**src/rtl/poll_pkg.sv**
```systemverilog
package poll_pkg;

    typedef enum logic [2:0] {
        ST_START   = 3'd0,
        ST_PRESENT = 3'd1,
        ST_OWNED   = 3'd2,
        ST_RELEASE = 3'd3,
        ST_DRAIN   = 3'd4
    } poll_state_e;

endpackage

```
**src/rtl/poll_seq_regs.sv**
```systemverilog
module poll_seq_regs #(
    parameter int N_UNITS    = 8,
    parameter int AW         = 3,
    parameter int LEN_W      = 4,
    parameter int CNT_W      = 8,
    parameter int SEL_W      = 4,
    parameter int SLOT_RESET = 4
) (
    input  logic             clk,
    input  logic             rst_n,
    input  logic             wr_en,
    input  logic [SEL_W-1:0] wr_sel,
    input  logic [CNT_W-1:0] wr_data,
    input  logic             commit,
    input  logic [AW-1:0]    rd_idx,
    output logic [AW-1:0]    rd_entry,
    output logic [LEN_W-1:0] cur_len,
    output logic [CNT_W-1:0] cur_slot
);
    localparam int SEL_LEN  = N_UNITS;
    localparam int SEL_SLOT = N_UNITS + 1;

    logic [N_UNITS*AW-1:0] work_flat;
    logic [LEN_W-1:0]      shd_len;
    logic [CNT_W-1:0]      shd_slot;
    logic                  len_ok;
    logic                  slot_ok;

    assign len_ok  = (wr_data != '0) && (wr_data <= CNT_W'(N_UNITS));
    assign slot_ok = (wr_data != '0);

    // one shadow/working pair per sequence entry
    for (genvar g = 0; g < N_UNITS; g++) begin : g_entry
        logic [AW-1:0] shd_q;
        logic [AW-1:0] work_q;

        always_ff @(posedge clk or negedge rst_n) begin
            if (!rst_n) begin
                shd_q  <= AW'(g);
                work_q <= AW'(g);
            end else begin
                if (commit)
                    work_q <= shd_q;
                if (wr_en && (wr_sel == SEL_W'(g)))
                    shd_q <= wr_data[AW-1:0];
            end
        end

        assign work_flat[g*AW +: AW] = work_q;
    end

    always_ff @(posedge clk or negedge rst_n) begin
        if (!rst_n) begin
            shd_len  <= LEN_W'(N_UNITS);
            cur_len  <= LEN_W'(N_UNITS);
            shd_slot <= CNT_W'(SLOT_RESET);
            cur_slot <= CNT_W'(SLOT_RESET);
        end else begin
            if (commit) begin
                cur_len  <= shd_len;
                cur_slot <= shd_slot;
            end
            if (wr_en && (wr_sel == SEL_W'(SEL_LEN)) && len_ok)
                shd_len <= wr_data[LEN_W-1:0];
            if (wr_en && (wr_sel == SEL_W'(SEL_SLOT)) && slot_ok)
                shd_slot <= wr_data;
        end
    end

    assign rd_entry = work_flat[rd_idx*AW +: AW];

endmodule

```
**src/rtl/poll_seq_fsm.sv**
```systemverilog
module poll_seq_fsm
    import poll_pkg::*;
#(
    parameter int AW       = 3,
    parameter int LEN_W    = 4,
    parameter int CNT_W    = 8,
    parameter int WAIT_CYC = 2
) (
    input  logic             clk,
    input  logic             rst_n,
    input  logic             bus_busy,
    input  logic [LEN_W-1:0] cur_len,
    input  logic [CNT_W-1:0] cur_slot,
    output logic [AW-1:0]    idx,
    output poll_state_e      state,
    output logic [CNT_W-1:0] slot_cnt,
    output logic             commit,
    output logic             poll_valid,
    output logic             poll_release
);
    localparam int WAIT_W = $clog2(WAIT_CYC + 1);

    poll_state_e      state_q, state_d;
    logic [AW-1:0]    idx_q, idx_d;
    logic [WAIT_W-1:0] wait_q, wait_d;
    logic [CNT_W-1:0] cnt_q, cnt_d;
    logic             advance;
    logic             at_last;

    assign at_last = ((LEN_W'(idx_q) + LEN_W'(1)) == cur_len);

    // next-state and transition logic
    always_comb begin
        state_d = state_q;
        idx_d   = idx_q;
        wait_d  = wait_q;
        cnt_d   = cnt_q;
        advance = 1'b0;
        unique case (state_q)
            ST_START: begin
                if (!bus_busy)
                    state_d = ST_PRESENT;
            end
            ST_PRESENT: begin
                if (bus_busy) begin
                    state_d = ST_OWNED;
                    cnt_d   = '0;
                end else if (wait_q == WAIT_W'(WAIT_CYC - 1)) begin
                    advance = 1'b1;
                end else begin
                    wait_d = wait_q + WAIT_W'(1);
                end
            end
            ST_OWNED: begin
                if (bus_busy) begin
                    if (cnt_q == (cur_slot - CNT_W'(1)))
                        state_d = ST_RELEASE;
                    else
                        cnt_d = cnt_q + CNT_W'(1);
                end
            end
            ST_RELEASE: begin
                state_d = ST_DRAIN;
            end
            ST_DRAIN: begin
                if (!bus_busy)
                    advance = 1'b1;
            end
            default: begin
                state_d = ST_START;
            end
        endcase
        if (advance) begin
            state_d = ST_PRESENT;
            wait_d  = '0;
            idx_d   = at_last ? '0 : idx_q + AW'(1);
        end
    end

    assign commit = advance && at_last;

    // state register
    always_ff @(posedge clk or negedge rst_n) begin
        if (!rst_n) begin
            state_q <= ST_START;
            idx_q   <= '0;
            wait_q  <= '0;
            cnt_q   <= '0;
        end else begin
            state_q <= state_d;
            idx_q   <= idx_d;
            wait_q  <= wait_d;
            cnt_q   <= cnt_d;
        end
    end

    // outputs decoded from state
    always_comb begin
        poll_valid   = 1'b0;
        poll_release = 1'b0;
        unique case (state_q)
            ST_PRESENT, ST_OWNED: poll_valid   = 1'b1;
            ST_RELEASE:           poll_release = 1'b1;
            default: begin
                poll_valid   = 1'b0;
                poll_release = 1'b0;
            end
        endcase
    end

    assign idx      = idx_q;
    assign state    = state_q;
    assign slot_cnt = cnt_q;

endmodule

```
**src/rtl/poll_bus_ctrl.sv**
```systemverilog
module poll_bus_ctrl
    import poll_pkg::*;
#(
    parameter int N_UNITS    = 8,
    parameter int CNT_W      = 8,
    parameter int WAIT_CYC   = 2,
    parameter int SLOT_RESET = 4,
    localparam int AW        = $clog2(N_UNITS),
    localparam int LEN_W     = $clog2(N_UNITS + 1),
    localparam int SEL_W     = $clog2(N_UNITS + 2)
) (
    input  logic             clk,
    input  logic             rst_n,
    input  logic             cfg_we,
    input  logic [SEL_W-1:0] cfg_sel,
    input  logic [CNT_W-1:0] cfg_wdata,
    input  logic             bus_busy,
    output logic [AW-1:0]    poll_addr,
    output logic             poll_valid,
    output logic             poll_release
);
    logic [AW-1:0]    cur_idx;
    logic [AW-1:0]    rd_entry;
    logic [LEN_W-1:0] cur_len;
    logic [CNT_W-1:0] cur_slot;
    logic [CNT_W-1:0] slot_cnt;
    logic             commit;
    poll_state_e      fsm_state;

    poll_seq_regs #(
        .N_UNITS   (N_UNITS),
        .AW        (AW),
        .LEN_W     (LEN_W),
        .CNT_W     (CNT_W),
        .SEL_W     (SEL_W),
        .SLOT_RESET(SLOT_RESET)
    ) u_regs (
        .clk     (clk),
        .rst_n   (rst_n),
        .wr_en   (cfg_we),
        .wr_sel  (cfg_sel),
        .wr_data (cfg_wdata),
        .commit  (commit),
        .rd_idx  (cur_idx),
        .rd_entry(rd_entry),
        .cur_len (cur_len),
        .cur_slot(cur_slot)
    );

    poll_seq_fsm #(
        .AW      (AW),
        .LEN_W   (LEN_W),
        .CNT_W   (CNT_W),
        .WAIT_CYC(WAIT_CYC)
    ) u_fsm (
        .clk         (clk),
        .rst_n       (rst_n),
        .bus_busy    (bus_busy),
        .cur_len     (cur_len),
        .cur_slot    (cur_slot),
        .idx         (cur_idx),
        .state       (fsm_state),
        .slot_cnt    (slot_cnt),
        .commit      (commit),
        .poll_valid  (poll_valid),
        .poll_release(poll_release)
    );

    assign poll_addr = poll_valid ? rd_entry : '0;

endmodule

```
**config.mk**
```make
export PLATFORM = sky130hd
export DESIGN_NAME = poll_bus_ctrl
export DESIGN_NICKNAME = d
export VERILOG_FILES = /design/src/rtl/poll_pkg.sv /design/src/rtl/poll_seq_regs.sv /design/src/rtl/poll_seq_fsm.sv /design/src/rtl/poll_bus_ctrl.sv
export SDC_FILE = /design/constraint.sdc
export NUM_CORES = 1
export LEC_CHECK = 0
export ABC_AREA = 1
export BUFFER_PORTS_ARGS = -buffer_cell sky130_fd_sc_hd__buf_2
export CORE_MARGIN = 4
export CORE_UTILIZATION = 35
export DETAILED_ROUTE_END_ITERATION = 10
export SETUP_SLACK_MARGIN = 0.15
export SLEW_MARGIN = 20
export SYNTH_ARGS = -nofsm -noshare
export SYNTH_HDL_FRONTEND = slang
export SYNTH_SLANG_ARGS = --single-unit
```
**constraint.sdc**
```tcl
create_clock -name clk -period 2.8 [get_ports clk]
set_clock_uncertainty 0.1 [all_clocks]
set_input_delay 0.56 -clock clk [delete_from_list [all_inputs] [get_ports clk]]
set_output_delay 0.56 -clock clk [all_outputs]
set_load 0.05 [all_outputs]
```
==> metrics <==
outcome=finished, final reports clean; Final Hold Fails=0; gr usage total=a little over an eighth; starting density of the core=36.31%; CTS buffer count=9; Post-Place Worst Slack=~520 ps; CP max stage cell=dfrtp_1; synth warn=0; HPWL after DPL=6.332 mm; setup violators final=0; CTS HTree Levels=3; worst reg2reg path depth=9; Max Fanout on Critical Path=13; crit path cell chain=buf_4 > o21ai_0 > o22ai_1 > o21ai_1 > a31oi_4 > buf_4; count leader, synth=nand2_1; CTS tree=built; Final TNS setup=0 ps; I/O pin total=21; core area=roughly 0.012 sq mm; final worst-path cycle share=89.60%; RSZ-0062 raised after global routing=no; CP max stage delay=450 ps; final worst slack=291.2 ps; Routed Wire Length=between 8 and 9 mm; post-synth top area cell=dfrtp_1; drt via density=between 4 and 5; Seq/Total Area, Yosys=a little over half; Yosys reg bits=88; VDD IR max=approximately 0.47 mV; Synth top cells by count=nand2_1 (184), dfrtp_1 (60), o21ai_0 (59); Post-Syn Area=0.004199 sq mm; reg2reg start=u_fsm.idx[1]; first-pass GRT wire length=15.46 mm; Mapped Nets=about 540; gr ovfl total=0; layout cells sized above 1=16.76%; Hold Crit Class=in -> async; Max-cap violations=0; Reg clk slew, reported paths=70 ps; clock latency at the later pin of the worst-skew pair=around 340 ps; Post-synth EDFFs=0; max-slew violation count=0; Chip Height=117.5 um; DRT iter0 DRCs=168; arrival time worst endpoint=about 1900 ps; Detail Route Antenna Nets=0; CP startpoint kind=flop; Die Area=0.01381 sq mm; Post-Syn Instances=approximately 520; largest buffer count on any clock path=2; Initial DRT Pass Iterations=4; Worst-Margin Slew=575.5 ps; gpl congestion=0.7919; P per Cell Area=997.3 mW/mm^2; Syn Area/Cell=8.106 sq um; antenna violations before repair=0; die width=117.5 um; relative slew slack=between 60% and 70%; ranking of synthesized cells by area=dfrtp_1 (36%), dfstp_2 (18%), nand2_1 (16%); Leak=2.301 nW; hold buffers post-CTS=0; IO Port Bufs=20; Synth cell types=32; asr flop ratio synth=between 90% and 100%; WS Path Type=reg -> out; n_diodes=0; Worst EP required=2140 ps; remaining design rule violation count=0; post-synth top area share=35.76%; number of global-route vias before repair=3233; critical path capture point type=primary output; Nets=between 500 and 600; largest net degree at the start of global routing=45; Achievable Freq=398.6 MHz; Main synth FF type=dfrtp_1; vias after detailed routing=approximately 3.3k; Area growth syn-to-layout=15.64%; crit-path most repeated cell=buf_4; CTS sink cnt=88; reg2reg setup slack=between 400 and 500 ps; minimum clock period=about 2500 ps; row count=39; DR WL/cell=12.74 um; capture point of the worst reg-to-reg path=u_regs.cur_slot[6]; Root Buffer=clkbuf_16
[cells by family after synthesis]
kind of cell | after synthesis | synth area share [%]
compound gates | 89 | 11.11
xor+xnor | 10 | 2.086
fa+ha+maj | 4 | 1.192
buf+inv | 53 | 5.483
flops | 88 | 53.28
mux | 1 | 0.2682
simple gates | 273 | 26.58
[where the power goes]
part | internal, mW | switching [mW] | leakage, nW
registers | 1.72 | 0.290 | 1.06
clock network | 0.792 | 0.521 | 0.158
logic | 0.541 | 0.974 | 1.08
total | 3.06 | 1.78 | 2.30
[metal layers]
| layer | part of all wire, % | track usage [%] | vias to the layer above |
|---|---|---|---|
| met5 | 0 | 0 | - |
| met4 | 2.0 | 6.227 | 0 |
| met3 | 2.5 | 2.931 | 12 |
| met2 | 45 | 20.92 | 44 |
| met1 | 51 | 18.33 | 1545 |
| li1 | - | - | 1723 |
[placed cells by master, fill, tap and decap left out, drive strengths merged]
cell,n
nand2,185
o21ai,71
dfrtp,60
nor2,53
inv,43
dfstp,28
buf,27
nand3,21
clkbuf,9
a21oi,8
xor2,7
nor3,5
o22ai,4
or2,4
ha,4
a31oi,3
xnor2,3
nand4,3
clkinvlp,2
nor4,2
bufinv,2
o2111ai,1
o31ai,1
a211oi,1
mux2,1
clkinv,1
[worst max-delay path, delay by kind of cell (launching register included)]
family                 cells  cell delay (ps)
AO/OA/AOI/OAI              4              620
buffers and inverters      2              450
flip-flops                 1              450
[worst max path at each step]
stage / to / depth (start not counted) / from
final: poll_addr[1] / 6 / u_fsm.idx[0]
after detailed placement: u_regs.cur_len[3] / 9 / u_fsm.idx[1]
after global routing: poll_addr[0] / 6 / u_fsm.idx[0]
after floorplan: poll_addr[0] / 7 / u_fsm.state[0]
after CTS: poll_addr[0] / 8 / u_fsm.state[0]
after global placement: u_regs.cur_len[3] / 9 / u_fsm.idx[1]
[layout make-up]
| cell class | count | area [sq um] |
|---|---|---|
| clock buffer | 9 | 225.2 |
| clock inverter | 7 | 101.3 |
| fill | 1146 | 6709 |
| inverter | 41 | 157.7 |
| multi-input combinational | 377 | 1779 |
| sequential | 88 | 2238 |
| tap | 143 | 178.9 |
| timing repair buffer | 27 | 175.2 |
[sequential cells by signal, summed over array words and instances, names as in the netlist]
signal and cells:
u_regs.g_entry.shd_q 24, u_fsm.slot_cnt 8, u_regs.cur_slot 8, u_fsm.wait_q 2
u_fsm.idx 3, u_fsm.state 3, u_regs.g_entry.work_q 24, u_regs.shd_slot 8
u_regs.shd_len 4, u_regs.cur_len 4
[per-stage QoR]
step / instance area, sq um / hold WS (ps) / total power [mW] / util [%] / instances
after floorplan: 4244 / 164.4 / 3.120 / - / 518
after global placement: 4507 / 352.8 / 3.456 / 38.97 / 675
after detailed placement: 4507 / 355.7 / 3.508 / 38.97 / 675
after CTS: 4841 / 138.1 / 4.856 / 41.86 / 691
after global routing: 4856 / 167.0 / 5.205 / 41.99 / 692
final: 4856 / 109.2 / 4.843 / 41.99 / 692
[what timing repair did]
item | CTS | global route
endpoints found under the setup margin | 3 | 3
gates cloned | 0 | 0
setup buffers | 0 | 1
resized for setup | 3 | 6
No activity file was read; power rests on OpenSTA's default activity.
